File: config.mk
export PLATFORM = sky130hd
export DESIGN_NAME = seq_delay_timer
export DESIGN_NICKNAME = d
export VERILOG_FILES = /design/src/rtl/tdly_pkg.sv /design/src/rtl/tdly_preset_reg.sv /design/src/rtl/tdly_prescaler.sv /design/src/rtl/tdly_downcnt.sv /design/src/rtl/seq_delay_timer.sv
export SDC_FILE = /design/constraint.sdc
export NUM_CORES = 1
export LEC_CHECK = 0
export ABC_AREA = 0
export BUFFER_PORTS_ARGS = -buffer_cell sky130_fd_sc_hd__buf_2
export CORE_AREA = 2 2 62 64
export DETAILED_ROUTE_END_ITERATION = 12
export DIE_AREA = 0 0 64 66
export GPL_ROUTABILITY_DRIVEN = 0
export PLACE_DENSITY = 0.84
export REMOVE_ABC_BUFFERS = 1
export SLEW_MARGIN = 5
export SYNTH_ARGS = -nofsm -noshare
export SYNTH_HDL_FRONTEND = slang
export SYNTH_SLANG_ARGS = --single-unit
File: constraint.sdc
create_clock -name clk -period 5.36 [get_ports clk]
set_input_delay 0.536 -clock clk [delete_from_list [all_inputs] [get_ports clk]]
set_output_delay 0.536 -clock clk [all_outputs]
set_load 0.005 [all_outputs]
File: src/rtl/tdly_pkg.sv
package tdly_pkg;
   typedef enum logic [1:0] {
      TD_IDLE  = 2'd0,
      TD_COUNT = 2'd1,
      TD_TAIL  = 2'd2
   } tdly_state_e;
endpackage

File: src/rtl/tdly_preset_reg.sv
module tdly_preset_reg #(
   parameter int CNT_W = 16,
   localparam int LANES = CNT_W / 8
) (
   input  logic             clk,
   input  logic             rst_n,
   input  logic [LANES-1:0] wr_be,
   input  logic [CNT_W-1:0] wr_data,
   output logic [CNT_W-1:0] q
);
   for (genvar g = 0; g < LANES; g++) begin : g_lane
      always_ff @(posedge clk or negedge rst_n) begin
         if (!rst_n)
            q[g*8 +: 8] <= '0;
         else if (wr_be[g])
            q[g*8 +: 8] <= wr_data[g*8 +: 8];
      end
   end
endmodule

File: src/rtl/tdly_prescaler.sv
module tdly_prescaler #(
   parameter int PRE_W = 5
) (
   input  logic clk,
   input  logic rst_n,
   input  logic load,
   input  logic run,
   output logic tick
);
   logic [PRE_W-1:0] pre_q;

   always_ff @(posedge clk or negedge rst_n) begin
      if (!rst_n)
         pre_q <= '0;
      else if (load)
         pre_q <= '1;
      else if (run)
         pre_q <= pre_q - 1'b1;
   end

   assign tick = run && (pre_q == '0);
endmodule

File: src/rtl/tdly_downcnt.sv
module tdly_downcnt #(
   parameter int CNT_W = 16
) (
   input  logic             clk,
   input  logic             rst_n,
   input  logic             load,
   input  logic [CNT_W-1:0] load_val,
   input  logic             dec,
   output logic             at_one
);
   logic [CNT_W-1:0] cnt_q;

   always_ff @(posedge clk or negedge rst_n) begin
      if (!rst_n)
         cnt_q <= '0;
      else if (load)
         cnt_q <= load_val;
      else if (dec && cnt_q != '0)
         cnt_q <= cnt_q - 1'b1;
   end

   assign at_one = (cnt_q == CNT_W'(1));
endmodule

File: src/rtl/seq_delay_timer.sv
module seq_delay_timer
   import tdly_pkg::*;
#(
   parameter int CNT_W    = 16,
   parameter int PRE_W    = 5,
   parameter int TAIL_CYC = 2,
   localparam int LANES   = CNT_W / 8,
   localparam int TAIL_W  = (TAIL_CYC > 1) ? $clog2(TAIL_CYC) : 1
) (
   input  logic             clk,
   input  logic             rst_n,
   input  logic             run_en,
   input  logic [LANES-1:0] preset_be,
   input  logic [CNT_W-1:0] preset_wdata,
   output logic [CNT_W-1:0] preset_q,
   input  logic             wait_enter,
   input  logic             timer_en,
   output logic             hold,
   output logic             done
);
   if (CNT_W % 8 != 0 || CNT_W < 8) begin : g_bad_cnt_w
      $error("CNT_W must be a positive multiple of 8");
   end
   if (PRE_W < 0 || PRE_W > 16) begin : g_bad_pre_w
      $error("PRE_W out of range");
   end
   if (TAIL_CYC < 1) begin : g_bad_tail
      $error("TAIL_CYC must be at least 1");
   end

   tdly_state_e      state_q, state_d;
   logic [TAIL_W-1:0] tail_q;
   logic             start, counting, pre_tick, cnt_one, tail_last, preset_zero;

   tdly_preset_reg #(.CNT_W(CNT_W)) u_preset (
      .clk     (clk),
      .rst_n   (rst_n),
      .wr_be   (preset_be),
      .wr_data (preset_wdata),
      .q       (preset_q)
   );

   assign counting    = (state_q == TD_COUNT);
   assign start       = (state_q == TD_IDLE) && wait_enter && timer_en && run_en;
   assign preset_zero = (preset_q == '0);

   if (PRE_W > 0) begin : g_prescale
      tdly_prescaler #(.PRE_W(PRE_W)) u_pre (
         .clk   (clk),
         .rst_n (rst_n),
         .load  (start),
         .run   (counting),
         .tick  (pre_tick)
      );
   end else begin : g_no_prescale
      assign pre_tick = counting;
   end

   tdly_downcnt #(.CNT_W(CNT_W)) u_cnt (
      .clk      (clk),
      .rst_n    (rst_n),
      .load     (start),
      .load_val (preset_q),
      .dec      (pre_tick),
      .at_one   (cnt_one)
   );

   assign tail_last = (tail_q == TAIL_W'(TAIL_CYC - 1));

   always_comb begin
      state_d = state_q;
      unique case (state_q)
         TD_IDLE:  if (start) state_d = preset_zero ? TD_TAIL : TD_COUNT;
         TD_COUNT: if (pre_tick && cnt_one) state_d = TD_TAIL;
         TD_TAIL:  if (tail_last) state_d = TD_IDLE;
         default:  state_d = TD_IDLE;
      endcase
      if (!run_en) state_d = TD_IDLE;
   end

   always_ff @(posedge clk or negedge rst_n) begin
      if (!rst_n) begin
         state_q <= TD_IDLE;
         tail_q  <= '0;
      end else begin
         state_q <= state_d;
         if (state_q == TD_TAIL && !tail_last)
            tail_q <= tail_q + 1'b1;
         else
            tail_q <= '0;
      end
   end

   assign hold = (state_q != TD_IDLE);
   assign done = (state_q == TD_TAIL) && tail_last && run_en;
endmodule

Word-level counts from Yosys, hierarchy flattened --
Index checks and enable logic that the tools add are counted. W data, S select, Z words.
Word-level totals: bits of input ports 23, register bits after elaboration 40
Operators by class: eq/ne operators 6, mux-type cells 11, reductions and logical operators 18, $add $sub $neg 3
Operators by type and width (number):
- $mux W16 | 2
- $eq A16 B1 Y1 const B | 1
- $logic_not A16 Y1 | 1
- $reduce_bool A16 Y1 | 1
- $sub A16 B1 Y16 const B | 1
- $mux W2 | 5
- $mux W5 | 2
- $logic_and A1 B1 Y1 | 9
- $ne A3 B3 Y1 const B | 2
- $pmux W2 S3 | 1
- $reduce_bool A2 Y1 | 3
- $logic_not A5 Y1 | 1
- $sub A5 B1 Y5 const B | 1
- $ne A3 B2 Y1 const B | 1
- $reduce_and A3 Y1 | 1
- $eq A2 B1 Y1 const B | 1
- $eq A2 B2 Y1 const B | 1
- $logic_not A2 Y1 | 1
- $add A1 B1 Y1 const B | 1
- $logic_not A1 Y1 | 1
- $mux W1 | 1

Depth between registers and ports, before layout --
depth after elaboration 7, depth in mapped cells 7

Hierarchy --
From an unflattened synthesis, not the netlist that was laid out.
Unflattened totals: cell total of the unflattened synthesis 211, area total of the unflattened synthesis 2235.9 um^2
Modules (own cells, without submodules):
- tdly_downcnt | seq. area each 400.4 um^2, cells an instance 132, area an instance 1102.3 um^2, instances 1
- tdly_preset_reg | seq. area each 400.4 um^2, cells an instance 34, area an instance 663.1 um^2, instances 1
- tdly_prescaler | seq. area each 125.1 um^2, cells an instance 25, area an instance 275.3 um^2, instances 1
- seq_delay_timer | seq. area each 75.1 um^2, cells an instance 20, area an instance 195.2 um^2, instances 1

Least setup slack after synthesis --
OpenSTA, ideal clock, no wires.
path type reg2reg, start point register u_cnt.cnt_q[0], end point register u_cnt.cnt_q[0], path slack 3.390 ns, stages on the path, launching flop included 8, arrival time 1.833 ns, setup time 0.137 ns, cells stage by stage dfrtp_1 -> inv_1 -> ha_1 -> or4b_2 -> nor4_2 -> nor2_1 -> xnor2_1 -> a21oi_1
On the way: word-level cells in the longest chain between the ends 3
RTL lines:
- start: declaration | RTL line tdly_downcnt.sv:11 | logic [CNT_W-1:0] cnt_q;
- start signal: assignment | RTL line tdly_downcnt.sv:17 | cnt_q <= load_val;
- start signal: assignment | RTL line tdly_downcnt.sv:19 | cnt_q <= cnt_q - 1'b1;
- $sub A16 B1 Y16 or $reduce_bool A16 Y1 (tied branches) | RTL line tdly_downcnt.sv:19, tdly_downcnt.sv:18
- $mux W16 or $logic_and A1 B1 Y1 (tied branches) | RTL line tdly_downcnt.sv:18 | else if (dec && cnt_q != '0)
- $mux W16 or $reduce_bool A2 Y1 (tied branches)
Several ways; a longest one is shown, not always the timed one. The select of a mux whose other input is x is not followed. A chain may end at the register's enable or synchronous reset.

Final worst setup path --
Same ends and word-level chain as after synthesis.

==> results by group <==
Yosys
  • Post-synth EDFFs: 0
  • #FFs+latches synth: 40
  • Gate Count Post-Synth: 192
  • Synth async-reset ratio: 1.00
  • Avg Inst Size Synth: roughly 10 sq um
  • Yosys warning count: 0
  • Mapped Area: approximately 2000 sq um
  • Distinct cells, synth: 36
  • Sequential share of the synthesized area: 0.502
  • Top FF cell, synth: dfrtp_1

Worst setup path
  • Worst setup SP type: register
  • CP delay by family, top: simple AND/OR/NAND/NOR gates
  • Critical path cell sequence: inv_1, ha_1, or4b_2, nor4_2, nor2_1, xnor2_1, a21oi_1
  • Crit path capture type: register
  • Critical path depth: 7
  • Worst path arrival time: 2390 ps
  • Critical Path Slowest Stage Cell: or4b_2
  • Critical path fanouts, max: 5
  • Max incr delay on CP: between 600 and 700 ps
  • Critical path type: reg2reg
  • CP bufs+invs: 1
  • Worst endpoint required time: between 5000 and 6000 ps
  • R2R cell count: 7

Timing
  • RSZ-0062 raised after global routing: no
  • Final setup margin: approximately 3200 ps
  • Pins Over Slew Limit: 0
  • Setup Viol. Count Final: 0
  • Final min period: roughly 2200 ps
  • Final Hold Viols: 0
  • Fmax: roughly 460 MHz
  • Tcrit/Tclk final: 0.403
  • Setup tns final: 0 ps
  • Worst slew margin: 0.438
  • Worst-Margin Slew: approximately 840 ps
  • Final Skew: 7.36 ps

Routing
  • Via count: roughly 1600
  • Antenna-violating nets left: 0
  • WL per Instance: 13.6 um
  • DR iter-0 viols: 95
  • Vias per Instance: about 5.5
  • Routed Wire Length: between 3 and 4 mm
  • DRT Pass-1 Iters: 6
  • DRC viols: 0

Clocking
  • Clk Latency, worst-skew pair: ~350 ps
  • Inserted Clock Buffers: 5
  • Post_cts resized: 0
  • Max clock buf depth: 2
  • Root buffer cell: clkbuf_4
  • Setup bufs post-CTS: 0
  • CTS clk-pin slew, worst paths: 120 ps
  • Hold_buf cts: 0
  • CTS tree: done
  • CTS sink count: 40
  • CTS H-tree lvls: 2

Floorplanning
  • Die width: 64 um
  • Die Span Y: about 66 um
  • Core Region: roughly 3600 sq um
  • Std cell rows: 22
  • # IOs: between 40 and 50
  • Die area: around 4200 sq um
  • Starting density of the core: 0.562

Pwr
  • Tot Pwr: approximately 910 uW
  • PwrDens: between 300 and 400 nW/um^2
  • VDD IR max: 0.224 mV
  • Leak: approximately 0.95 nW

Placement
  • Input/output buffers: 40
  • Placed insts: 275
  • DP Worst Slack: 3210 ps
  • DP Wirelength: roughly 2.8 mm

Layout
  • Final-stage net count: 260
  • Area delta synth->final: 15.6%
  • Non-filler cells, final: approximately 280
  • Commonest cells after routing, fill and taps aside: dfrtp_1, buf_2, nor2_1, mux2_2, a21oi_1
  • Share of cells above drive strength 1: 0.298
  • Fill count: roughly 300
  • ANT cells: 0

GRT
  • Global-route wire length before repair: about 6.8 mm
  • Grt total ovfl: 0
  • Total GRT Usage: 0.207
  • Largest net degree at the start of global routing: between 40 and 50
  • Vias in the first global route: 1469
  • Initial antenna violation count: 0

Outcome
  • Status: complete, no violations

Run
  • Max-cap viol count: 0

Hold path
  • Worst Hold Class: in2async
[cell type report]
class	count	area (sq um)	area share
flip-flops and latches	40	1000	0.434
multi-input cells	140	948	0.411
repair buffers	41	208	0.0901
well taps	48	60.1	0.0260
clock buffers	6	51.3	0.0222
inverters	6	22.5	0.00977
clock inverters	2	15.0	0.00651
[routing by layer]
metal	up-vias	part of all wire	GRT usage
li1	784	-	-
met1	733	0.47	0.273
met2	39	0.47	0.336
met3	6	0.042	0.0477
met4	0	0.014	0.0734
met5	-	0	0
[cells by family after synthesis]
group           after synthesis  synth area share
xor+xnor                     13            0.0571
mux                          15            0.0847
simple gates                 80             0.231
fa+ha+maj                     3            0.0188
compound gates               29            0.0841
flops                        40             0.502
buf+inv                      12            0.0226
[flip-flops by register name, indices dropped and copies added, names as in the netlist]
signal and count:
u_cnt.cnt_q 16, g_prescale.u_pre.pre_q 5, u_preset.q 16, tail_last 1, state_q 2
[path summary, 6_finish.rpt]
kind	from	to	slack (ps)
max in group asynchronous	rst_n	g_prescale.u_pre.pre_q[2]$_DFFE_PN0P_	4550
worst min-delay path	rst_n	u_preset.q[0]$_DFFE_PN0P_	270
min in group clk	preset_wdata[12]	u_preset.q[12]$_DFFE_PN0P_	390
worst min register to register	tail_last$_DFF_PN0_	tail_last$_DFF_PN0_	440
worst max-delay path	u_cnt.cnt_q[0]$_DFFE_PN0P_	u_cnt.cnt_q[0]$_DFFE_PN0P_	3200
worst max register to register	u_cnt.cnt_q[0]$_DFFE_PN0P_	u_cnt.cnt_q[0]$_DFFE_PN0P_	3200
[cell usage after synthesis, drive strengths merged (4+ instances only)]
cell type | n | share of area
nor2 | 18 | 0.034
mux2 | 15 | 0.085
nor3 | 9 | 0.025
o21ai | 4 | 0.010
nor4 | 11 | 0.038
a31oi | 4 | 0.013
nand2 | 13 | 0.024
xnor2 | 12 | 0.053
a21oi | 15 | 0.038
dfrtp | 40 | 0.50
inv | 6 | 0.011
clkbuf | 5 | 0.0094
nor4b | 5 | 0.028
[where the power goes]
group	internal, mW	switching, mW
logic	0.129	0.113
registers	0.391	0.111
clock network	0.0636	0.0993
total	0.583	0.323
[through the flow]
| stage | utilization | hold slack, ps | instance area (sq um) |
|---|---|---|---|
| after floorplan | - | 240 | 1970 |
| after global placement | 0.631 | 431 | 2240 |
| after detailed placement | 0.631 | 429 | 2240 |
| after CTS | 0.649 | 304 | 2310 |
| after global routing | 0.649 | 335 | 2310 |
| final | 0.649 | 272 | 2310 |
(Power assumes the default switching activity.)
